$ cat config.mk
export PLATFORM = sky130hd
export DESIGN_NAME = dl_rx_buffer
export DESIGN_NICKNAME = d
export VERILOG_FILES = /design/src/rtl/dlrx_pkg.sv /design/src/rtl/dlrx_shift.sv /design/src/rtl/dlrx_match.sv /design/src/rtl/dlrx_status.sv /design/src/rtl/dl_rx_buffer.sv
export SDC_FILE = /design/constraint.sdc
export NUM_CORES = 1
export LEC_CHECK = 0
export ABC_CLOCK_PERIOD_IN_PS = 1700
export CORE_MARGIN = 5
export CORE_UTILIZATION = 43
export DETAILED_ROUTE_END_ITERATION = 12
export HOLD_SLACK_MARGIN = 0.08
export PLACE_DENSITY_LB_ADDON = 0.12
export SYNTH_ARGS = -nofsm -noshare
export SYNTH_HDL_FRONTEND = slang
export SYNTH_SLANG_ARGS = --single-unit
$ cat constraint.sdc
create_clock -name clk -period 1.7 [get_ports clk]
set_clock_uncertainty 0.15 [all_clocks]
set_input_delay 0.255 -clock clk [delete_from_list [all_inputs] [get_ports clk]]
set_output_delay 0.255 -clock clk [all_outputs]
set_load 0.01 [all_outputs]
$ cat src/rtl/dlrx_pkg.sv
package dlrx_pkg;

    typedef enum logic {
        ORDER_LSB = 1'b0,
        ORDER_MSB = 1'b1
    } bit_order_e;

    localparam int unsigned NUM_PATTERNS = 2;

endpackage

$ cat src/rtl/dlrx_shift.sv
module dlrx_shift #(
    parameter int                   BYTE_W = 8,
    parameter dlrx_pkg::bit_order_e ORDER  = dlrx_pkg::ORDER_MSB
) (
    input  logic              clk,
    input  logic              rst_n,
    input  logic              bit_vld,
    input  logic              bit_dat,
    output logic              done,
    output logic [BYTE_W-1:0] byte_out
);
    localparam int          CW   = (BYTE_W > 1) ? $clog2(BYTE_W) : 1;
    localparam logic [CW-1:0] LAST = CW'(BYTE_W - 1);

    typedef struct packed {
        logic [BYTE_W-1:0] sh;
        logic [CW-1:0]     cnt;
    } shift_state_t;

    shift_state_t st_d, st_q;
    logic [BYTE_W-1:0] shifted;

    // The parameter selects where a new bit enters the register.
    generate
        if (ORDER == dlrx_pkg::ORDER_MSB) begin : g_msb_first
            assign shifted = {st_q.sh[BYTE_W-2:0], bit_dat};
        end else begin : g_lsb_first
            assign shifted = {bit_dat, st_q.sh[BYTE_W-1:1]};
        end
    endgenerate

    always_comb begin
        st_d = st_q;
        done = 1'b0;
        if (bit_vld) begin
            st_d.sh = shifted;
            if (st_q.cnt == LAST) begin
                st_d.cnt = '0;
                done     = 1'b1;
            end else begin
                st_d.cnt = st_q.cnt + 1'b1;
            end
        end
    end

    assign byte_out = shifted;

    always_ff @(posedge clk) begin
        if (!rst_n) st_q <= '0;
        else        st_q <= st_d;
    end
endmodule

$ cat src/rtl/dlrx_match.sv
module dlrx_match #(
    parameter int BYTE_W = 8,
    parameter int N_PAT  = dlrx_pkg::NUM_PATTERNS
) (
    input  logic [N_PAT-1:0][BYTE_W-1:0] pats,
    input  logic [BYTE_W-1:0]            cand,
    output logic                         hit
);
    logic [N_PAT-1:0] eq;

    generate
        for (genvar p = 0; p < N_PAT; p++) begin : g_cmp
            assign eq[p] = (cand == pats[p]);
        end
    endgenerate

    assign hit = |eq;
endmodule

$ cat src/rtl/dlrx_status.sv
module dlrx_status #(
    parameter int BYTE_W = 8
) (
    input  logic              clk,
    input  logic              rst_n,
    input  logic              done,
    input  logic              hit,
    input  logic [BYTE_W-1:0] byte_in,
    input  logic              rd_stat,
    input  logic              mask_full,
    input  logic              mask_match,
    output logic [BYTE_W-1:0] hold,
    output logic              full,
    output logic              match,
    output logic              ovr,
    output logic              irq_n
);
    typedef struct packed {
        logic [BYTE_W-1:0] hold;
        logic              full;
        logic              match;
        logic              ovr;
    } stat_state_t;

    stat_state_t st_d, st_q;

    always_comb begin
        st_d = st_q;
        // A read clears everything first; a completing byte then sets its own flags.
        if (rd_stat) begin
            st_d.full  = 1'b0;
            st_d.match = 1'b0;
            st_d.ovr   = 1'b0;
        end
        if (done) begin
            st_d.hold = byte_in;
            st_d.full = 1'b1;
            if (st_q.full && !rd_stat) st_d.ovr = 1'b1;
            if (hit) st_d.match = 1'b1;
        end
    end

    always_ff @(posedge clk) begin
        if (!rst_n) st_q <= '0;
        else        st_q <= st_d;
    end

    assign hold  = st_q.hold;
    assign full  = st_q.full;
    assign match = st_q.match;
    assign ovr   = st_q.ovr;
    assign irq_n = ~((st_q.full & mask_full) | (st_q.match & mask_match));
endmodule

$ cat src/rtl/dl_rx_buffer.sv
module dl_rx_buffer #(
    parameter int                   BYTE_W = 8,
    parameter dlrx_pkg::bit_order_e ORDER  = dlrx_pkg::ORDER_MSB
) (
    input  logic              clk,
    input  logic              rst_n,
    input  logic              bit_vld,
    input  logic              bit_dat,
    input  logic [BYTE_W-1:0] match_a,
    input  logic [BYTE_W-1:0] match_b,
    input  logic              mask_full,
    input  logic              mask_match,
    input  logic              rd_stat,
    output logic [BYTE_W-1:0] rx_byte,
    output logic              stat_full,
    output logic              stat_match,
    output logic              stat_ovr,
    output logic              irq_n
);
    localparam int N_PAT = dlrx_pkg::NUM_PATTERNS;

    logic              done;
    logic              hit;
    logic [BYTE_W-1:0] asm_byte;
    logic [N_PAT-1:0][BYTE_W-1:0] pats;

    assign pats[0] = match_a;
    assign pats[1] = match_b;

    dlrx_shift #(.BYTE_W(BYTE_W), .ORDER(ORDER)) i_shift (
        .clk      (clk),
        .rst_n    (rst_n),
        .bit_vld  (bit_vld),
        .bit_dat  (bit_dat),
        .done     (done),
        .byte_out (asm_byte)
    );

    dlrx_match #(.BYTE_W(BYTE_W), .N_PAT(N_PAT)) i_match (
        .pats (pats),
        .cand (asm_byte),
        .hit  (hit)
    );

    dlrx_status #(.BYTE_W(BYTE_W)) i_status (
        .clk        (clk),
        .rst_n      (rst_n),
        .done       (done),
        .hit        (hit),
        .byte_in    (asm_byte),
        .rd_stat    (rd_stat),
        .mask_full  (mask_full),
        .mask_match (mask_match),
        .hold       (rx_byte),
        .full       (stat_full),
        .match      (stat_match),
        .ovr        (stat_ovr),
        .irq_n      (irq_n)
    );
endmodule

* Word level (Yosys, flattened, before mapping)
Index checks and enable logic that the tools add are counted.
Widths: inputs -> output; s select.
** Storage, ports and cells
- Flip-flop bits (word level) :: 21
- Bits of input ports :: 23
- Output and inout port bits :: 12
- Word-level logic and storage cells :: 25
** Cells by class
- Add/sub/neg operators :: 1
- Equal/unequal tests :: 3
- Muxes and demuxes :: 7
- Bitwise operators :: 4
- Reductions and logical operators :: 4
** Operators with widths (count)
- $eq 8x8->1 :: 2
- $mux 3 :: 3
- $mux 1 :: 4
- $add 3x1->3 const B :: 1
- $eq 3x3->1 const B :: 1
- $and 1x1->1 :: 2
- $reduce_bool 2->1 :: 1
- $reduce_or 2->1 :: 1
- $logic_and 1x1->1 :: 1
- $logic_not 1->1 :: 1
- $not 1->1 :: 1
- $or 1x1->1 :: 1

* Logic depth before layout (Yosys ltp)
Gate-level depths: netlist of run 1.
- Depth in word-level cells :: 4
- Gate-level depth with buffers :: 6
- Mapped depth without buffers :: 5

* By module
A second synthesis of run 1 with hierarchy kept.
** Unflattened totals
- Cells, all modules :: 101
- Area total of the unflattened synthesis :: 1076.0 um^2
** Modules (own cells, without submodules)
- dlrx_shift :: instances 1, cells each 43, area each 479.2 um^2, sequential area each 200.2 um^2
- dlrx_status :: instances 1, cells each 37, area each 425.4 um^2, sequential area each 220.2 um^2
- dlrx_match :: instances 1, cells each 21, area each 171.4 um^2, sequential area each 0.0 um^2

* Least setup slack after synthesis of run 1
OpenSTA, ideal clock, no wires.
- Kind :: reg2reg
- From :: reg i_shift.st_q[0] (netlist name)
- To :: reg i_status.st_q (netlist bit i_status.ovr)
- Library setup time :: 117 ps
- Data arrival time :: 1165 ps
- Required time :: 1433 ps
- Slack :: 269 ps
- Cell stages (with the launch flop) :: 7
- Path buffers :: 1
- Clock period less this slack :: 1431 ps
- Cell sequence :: dfxtp_1 ha_1 ha_1 and2_1 buf_2 a21oi_1 nor3b_1
** Between the ends
- Word-level cells in the longest chain between the ends :: 4
** Ends and longest elaborated chain
- start, declared :: RTL line dlrx_shift.sv:20 : shift_state_t st_d, st_q;
- start signal, assigned :: RTL line dlrx_shift.sv:50 : else st_q <= st_d;
- $eq 3x3->1 :: RTL line dlrx_shift.sv:37 : if (st_q.cnt == LAST) begin
- $mux 1 :: RTL line dlrx_shift.sv:37
- $mux 1 :: RTL line dlrx_shift.sv:35 : if (bit_vld) begin
- $mux 3 :: RTL line dlrx_status.sv:35 : if (done) begin
- end signal, assigned :: RTL line dlrx_status.sv:45 : else st_q <= st_d;
- end, declared :: RTL line dlrx_status.sv:25 : stat_state_t st_d, st_q;
No other way between the ends.
A chain may end at the register's enable or synchronous reset.

* Worst setup path after layout of run 1
- From :: reg i_status.st_q (netlist bit i_status.match)
- To :: out stat_match
** RTL lines
- end, declared :: RTL line dl_rx_buffer.sv:16 : output logic stat_match,
No word-level cell between the ends.

==> summary by stage, run 1 <==
Status
The run finished with clean final reports.

Pwr
The worst ir drop on vdd is 462.5 uV. The static leakage power is 0.5569 nW. The total power per unit cell area is 614.9 nW/um^2.

The design draws just under 0.9 mW.

Finish
Cells with a size suffix above 1 make up approximately 6.4% of the layout. For this run, the post-layout net count is 166. The layout has around 200 filler cells. After routing the design area is 1421 um^2.

The number of antenna diodes in the final layout is 0. From synthesis to final layout, the design area changed by 43.43%.

Floorplanning
The initial utilization of the core area, before any placement, comes to 44.80%. The number of placement rows is 17. The floorplan step defined a core boundary enclosing about 2200 um^2. From left edge to right edge, the die measures 58.01 um. The die covers between 3000 and 4000 um^2.

The floorplan die height is 58.01 um. The I/O pin count is 35.

Route
The detailed router finished its first iteration with 6 violations. The routed wire length per instance is 12.96 um. The pre-antenna-repair detailed-routing pass consisted of 4 iterations. The total wirelength of the detailed-routed design is 2.177 mm. The via count normalized by instance count is 4.905.

The residual antenna-violating net count after detailed routing is 0. In the routed design, unresolved DRC markers number 0. The routed via count is 824.

Global routing
For this run the aggregate overflow at the end of global routing stands at 0. The first global-routing pass estimated around 3.6 mm of wire. The overall routing resource usage is 13.77%. The number of antenna violations at the first check in global routing is 0. Entering global routing, the biggest net connects 23 pins.

The number of global-route vias before repair came to 818.

Synthesis
The largest total area in the synthesized netlist belongs to dfxtp_1. The Yosys step of the flow raised 0 warnings. The per-instance average area after synthesis is 9.621 um^2. Counting flops and latches in the post-synthesis netlist gives 21. Yosys mapped a number of flops with a built-in enable equal to 0.

Synthesis produced a netlist whose cell count is about 100. The total nets after synthesis is about 130. The cell area that synthesis handed to floorplanning was 991.0 um^2.

The async set-reset flop share out of synthesis is 0%. The number of library cell types mapped by synthesis is 20. Sorting the synthesized cells by area gives the leading types as dfxtp_1, xor2_1, mux2i_1, a21boi_0, nand2_1.

Among all cell types in the netlist, the one instantiated most often is dfxtp_1. The flip-flop cell with the highest count after synthesis is dfxtp_1. After synthesis, the most frequently instantiated cells are dfxtp_1, nand2_1, xor2_1. The portion of synthesized cell area occupied by the leading cell type is 42.42%.

The sequential fraction of the synthesis area is 42.42%.

Clocking
The master cell of the clock root buffer is clkbuf_4. CTS built an H-tree with a depth of 1. The number of buffers created by CTS is 3. Counting along the longest clock path gives a buffer depth of 2. In this run the post-CTS setup repair buffer count came out at 0. Clock latency on the worst-skew pair, taken at its later pin, is ~0.30 ns. The number of hold-repair buffers added at the cts stage is 0. TritonCTS built the clock tree. The number of clock sinks seen by CTS is 21. Clock-pin slew was measured on the worst setup and hold paths at 0.11 ns.

Setup path
For this design, the slowest cell found on the critical path is clkdlybuf4s50_1. The required time reported for the critical path endpoint is 1.29 ns. The cell family with the largest share of critical-path delay is buffers and inverters. The critical path goes through clkdlybuf4s50_1. The data arrival at the endpoint of the critical path is 1.22 ns.

The maximum fanout count along the critical path is 3. The kind of end point of the critical path is an output pin. Together, buffers and inverters on the worst path number 1. The worst setup path is launched from a flop. The peak per-stage delay on the critical path is 0.55 ns. The setup path with the least slack is of type flop to output pin.

STA
Setup repair after global routing left no endpoint under its margin. The worst path in the final design needs a cycle of 1.626 ns, including I/O delays and setup. The final critical path takes up 95.66% of the cycle. The worst max-slew margin expressed relative to the limit is 77.24%.

For the pin with the worst max-slew slack, the measured transition is 0.3406 ns. Derived from the worst setup path, the maximum achievable clock frequency is approximately 610 MHz. Setup violations remaining at the end of the flow were counted as 0.

The max-slew violation count was 0. The count of final hold-check violations was 0.

Min path
The kind of path behind the tightest hold check is flop to flop.

Place
The placed standard-cell area is roughly 1400 um^2. The HPWL after detailed placement is between 1.5 and 2 mm. The last weighted congestion value of the routability-driven placer is 0.7636. Port buffering added 34 buffers.

Job
The number of maximum-capacitance constraint violations is 0.
-- layer usage --
metal | global-route usage (%) | routed length, um | share of wire [%]
met2 | 23.23 | 1072 | 49
met4 | 5.960 | 26 | 1.2
met5 | 0 | 0 | 0
met1 | 16.82 | 966 | 44
met3 | 2.895 | 111 | 5.1
-- worst paths after layout --
path                            startpoint                            end  slack (ns)  cells after the start
max              i_status.match$_SDFF_PN0_                     stat_match        0.07                      1
min          i_status.hold[7]$_SDFFE_PN0P_  i_status.hold[7]$_SDFFE_PN0P_        0.32                      2
max reg2reg   i_shift.st_q[0]$_SDFFE_PN0P_        i_status.ovr$_SDFF_PN0_        0.20                      5
min reg2reg  i_status.hold[7]$_SDFFE_PN0P_  i_status.hold[7]$_SDFFE_PN0P_        0.32                      2
-- report_power, final --
| part | internal (mW) | switching (mW) | total (mW) | leakage, nW |
|---|---|---|---|---|
| Sequential | 0.499 | 0.00755 | 0.507 | 0.170 |
| Clock | 0.0913 | 0.149 | 0.240 | 0.0150 |
| Combinational | 0.0851 | 0.0421 | 0.127 | 0.372 |
-- timing repair --
action,CTS,global route
gates cloned,0,0
gates resized for setup,1,2
setup endpoints to repair,1,6
-- layout make-up --
cell class | instances | area (um^2) | area share, %
Clock buffer | 4 | 26.28 | 1.849
Timing Repair Buffer | 37 | 386.6 | 27.20
Multi-Input combinational cell | 78 | 551.8 | 38.82
Tap cell | 28 | 35.03 | 2.465
Sequential cell | 21 | 421.7 | 29.67
-- registers in the layout, indices dropped and copies added, names as in the netlist --
signal,cells
i_shift.byte_out,7
i_status.full,1
i_shift.st_q,3
i_status.hold,8
i_status.ovr,1
i_status.match,1
-- cell usage in the layout (no fill, tap or decap) --
| cell | synthesis | layout |
|---|---|---|
| a21boi_0 | 9 | 9 |
| ha_1 | 2 | 2 |
| nand2b_1 | 1 | 1 |
| and2_2 | 0 | 1 |
| clkdlybuf4s50_1 | 0 | 33 |
| nor4_2 | 1 | 1 |
| nor2b_1 | 10 | 10 |
| buf_4 | 1 | 1 |
| mux2i_1 | 10 | 10 |
| dfxtp_2 | 0 | 1 |
| nand2_1 | 18 | 18 |
| dlygate4sd2_1 | 0 | 1 |
| a21oi_1 | 1 | 1 |
| dfxtp_1 | 21 | 20 |
| buf_12 | 0 | 2 |
| clkbuf_4 | 0 | 3 |
| nor3b_1 | 1 | 1 |
| nor2_1 | 1 | 1 |
| nor4_1 | 3 | 3 |
| xor2_1 | 16 | 16 |
| a22oi_1 | 2 | 2 |
| o21ai_1 | 1 | 1 |
| clkbuf_1 | 2 | 1 |
| nand3b_1 | 1 | 1 |
-- logic make-up after synthesis --
kind of cell               count (synthesis)  synth area share [%]
muxes                                     10                 10.10
buffers and inverters                      4                 2.020
xor gates and xnor gates                  16                 14.14
adders and majority gates                  2                 2.525
AOI/OAI and AO/OA                         13                 9.342
and+or+nand+nor                           37                 19.44
DFF                                       21                 42.42
-- per-stage QoR --
step	TNS, ns	hold WS [ns]	util (%)	instances	setup slack [ns]
2_1_floorplan	0	0.1811	-	103	0.2688
3_3_place_gp	-0.09226	0.2994	63.01	164	-0.09226
3_5_place_dp	-0.1744	0.3054	63.01	164	-0.1296
4_1_cts	0	0.3213	64.14	168	0.03648
5_1_grt	0	0.3425	64.25	168	0.01345
6_report	0	0.3176	64.25	168	0.07381
No activity file was read; power rests on OpenSTA's default activity.
==> run 2: changes to the inputs <==
--- a/config.mk
+++ b/config.mk
@@ -9,6 +9,7 @@
 export CORE_MARGIN = 5
 export CORE_UTILIZATION = 43
 export DETAILED_ROUTE_END_ITERATION = 12
+export GPL_TIMING_DRIVEN = 0
 export HOLD_SLACK_MARGIN = 0.08
 export PLACE_DENSITY_LB_ADDON = 0.12
 export SYNTH_ARGS = -nofsm -noshare
==> summary by stage, run 2 (same netlist as run 1, synthesis figures left out) <==
Status
The run finished with clean final reports.

Setup path
The slowest stage of the critical path belongs to the cell clkdlybuf4s50_1. The worst setup path is of the flop to output pin kind. The required time reported for the critical path endpoint is 1.29 ns (about the same).

The peak per-stage delay on the critical path came to 0.55 ns (about the same). Tracing the worst setup path back leads to its startpoint at i_status.match$_SDFF_PN0_. The maximum fanout count along the critical path came to 3 (unchanged). The cell family with the largest share of critical-path delay is buffers and inverters. The data arrival at the endpoint of the critical path is 1.21 ns (about the same).

STA classifies the critical path endpoint as an output pin. The count of buffer and inverter cells on the critical path came to 1 (unchanged). The worst register-to-register path begins at i_shift.st_q[0]$_SDFFE_PN0P_. The signal on the critical path passes through clkdlybuf4s50_1. STA classifies the critical path startpoint as a flop.

Floorplanning
The number of placement rows is 17 (unchanged). The area inside the core boundary is 2212 um^2 (unchanged). The floorplan die height is 58.01 um (unchanged).

The effective utilization at floorplan is 44.80% (unchanged). The I/O pin count is 35 (unchanged). The area enclosed by the die boundary is 3365 um^2 (unchanged). The die width was 58.01 um (unchanged).

Clocking
The tree is rooted in a clkbuf_4. The clock insertion delay at the later pin of the skew report is 0.29 ns (about the same). TritonCTS built the clock tree.

The number of clock sinks seen by CTS is 21 (unchanged). The worst-case clock buffer depth is 2 (unchanged). The CTS clock-pin slew for the worst setup and hold paths came to 0.11 ns (about the same). The post-CTS setup buffer count is 0 (unchanged). The number of buffers created by CTS is 3 (unchanged). The maximum level of the CTS H-tree came to 1 (unchanged).

Finish
The library cells used most frequently in the layout, excluding fill and tap cells, are clkdlybuf4s50_1, dfxtp_1, nand2_1. The final core area utilization is 62.95% (-1.3 points). The total of fill cells in the finished design came to 204 (+0.99%). The final-stage net count is 167 (+0.60%). The number of flip-flops in the largest register is 8 (unchanged).

The final cell count without fillers is 169 (+0.60%). The most frequent standard cell in the layout excluding fill and tap cells is clkdlybuf4s50_1. The number of diodes is 0 (unchanged).

The share of post-route cells with drive strength above 1 is 4.965% (-1.5 points). The signed area change from the synthesized netlist to the final layout is 40.53%.

STA
The minimum clock period after layout is 1.615 ns (-0.01143 ns). The setup TNS is 0 ns (unchanged). The highest clock rate was 619.3 MHz (+0.71%). The worst max-slew margin expressed relative to the limit is 74.22% (-3.0 points). The actual transition at the worst max-transition pin is 0.3867 ns (+0.04602 ns).

The final cycle utilization of the critical path is 94.99% (-0.67 points). The count of final hold-check violations is 0 (unchanged). The setup violation total in the final timing report is 0 (unchanged). Setup repair after global routing left no endpoint under its margin. The max-slew violation count is 0 (unchanged).

Pwr
The total design power came to 0.8621 mW (-1.4%). The total power per unit cell area was 619.1 nW/um^2 (+0.68%). The worst ir drop on vdd is 490.4 uV (+6.0%). The static leakage power is 0.5453 nW (-2.1%).

Route
The length of the first detailed-routing pass in iterations came to 4 (unchanged). The routed wire length per instance is 12.59 um (-2.8%). The violation count after the first detailed-route iteration is 13 (+7). The residual antenna-violating net count after detailed routing is 0 (unchanged).

The routed via count is 818 (-0.73%). The total wirelength of the detailed-routed design came to 2.128 mm (-2.3%). The via count normalized by instance count is 4.840 (-1.3%).

The remaining design rule violation count came to 0 (unchanged).

Global routing
The global-route wire length before repair is 3.491 mm (-3.2%). The number of antenna violations at the first check in global routing is 0 (unchanged). The number of global-route vias before repair is 785 (-4.0%). The overall routing resource usage was 13.15% (-0.62 points).

The overflow left after global routing is 0 (unchanged). The maximum number of pins on one net before global-route repair is 12 (-48%).

Place
The half-perimeter wire length of the detailed placement result came to 1.695 mm (+0.77%). The number of cells in the design after placement came to 165 (+0.61%). The port buffer count was 34 (unchanged).

The last weighted congestion value of the routability-driven placer is 0.7375 (-3.4%).

Min path
The startpoint of the lowest-slack hold path is i_status.hold[7]$_SDFFE_PN0P_. In this run the worst hold path is classified as flop to flop.

Job
The number of maximum-capacitance constraint violations is 0 (unchanged).
run 2: cell types whose count changed in the layout (fill, tap and decap cells not counted), sizes merged:
cell    before  now
clkbuf       4    6
buf          3    2
run 2: worst register-to-register path, cell delays in order, from the launching register on:
cell	delay, ns
dfxtp_1	0.38
ha_1	0.16
ha_1	0.18
and2_1	0.13
buf_2	0.21
a21oi_1	0.10
nor3b_1	0.18
run 2: metrics by stage:
step / hold slack, ns / area [um^2] / worst slack [ns]
global route: 0.3459 / 1393 / 0.02659
global placement: 0.2991 / 1366 / -0.09368
floorplan: 0.1811 / 991.0 / 0.2688
CTS: 0.3260 / 1391 / 0.03070
detailed placement: 0.3095 / 1366 / -0.1507
finish: 0.3191 / 1393 / 0.08524
run 2: final timing paths:
check                                  endpoint  slack [ns]  depth (start not counted)
setup reg to reg        i_status.ovr$_SDFF_PN0_        0.14                          6
setup / recovery                     stat_match        0.09                          1
hold reg to reg   i_status.hold[7]$_SDFFE_PN0P_        0.32                          2
hold / removal    i_status.hold[7]$_SDFFE_PN0P_        0.32                          2
run 2: power by group:
part	internal (mW)	leakage (nW)	switching, mW	total [mW]
sequential	0.499	0.170	0.00761	0.507
combinational	0.0775	0.360	0.0414	0.119
clock	0.0912	0.0150	0.145	0.236
run 2: timing repair:
item                                    in CTS  in global routing
pin swaps                                    0                  0
endpoints found under the setup margin       1                  1
hold buffers                                 0                  0
resized for setup                            1                  1
run 2: layout make-up:
cell class | instances | area, um^2 | share of cell area, %
Buffer | 4 | 20.02 | 1.438
Clock buffer | 4 | 26.28 | 1.887
Multi-Input combinational cell | 78 | 550.5 | 39.53
Sequential cell | 21 | 421.7 | 30.28
Tap cell | 28 | 35.03 | 2.516
Timing Repair Buffer | 34 | 339.1 | 24.35
run 2: per-layer routing:
metal | routed length [um] | vias to the layer above | global-route usage, %
met2 | 1088 | 16 | 22.90
met1 | 914 | 379 | 15.92
met4 | 18 | 0 | 3.974
met3 | 107 | 2 | 3.118
met5 | 0 | - | 0
li1 | - | 421 | -
==> run 3: changes to the inputs <==
--- a/config.mk
+++ b/config.mk
@@ -6,10 +6,10 @@
 export NUM_CORES = 1
 export LEC_CHECK = 0
 export ABC_CLOCK_PERIOD_IN_PS = 1700
+export CAP_MARGIN = 0
 export CORE_MARGIN = 5
 export CORE_UTILIZATION = 43
 export DETAILED_ROUTE_END_ITERATION = 12
-export GPL_TIMING_DRIVEN = 0
 export HOLD_SLACK_MARGIN = 0.08
 export PLACE_DENSITY_LB_ADDON = 0.12
 export SYNTH_ARGS = -nofsm -noshare
==> results of run 3 <==
No change in the layout: final DEF, timing and power equal those of run 1.
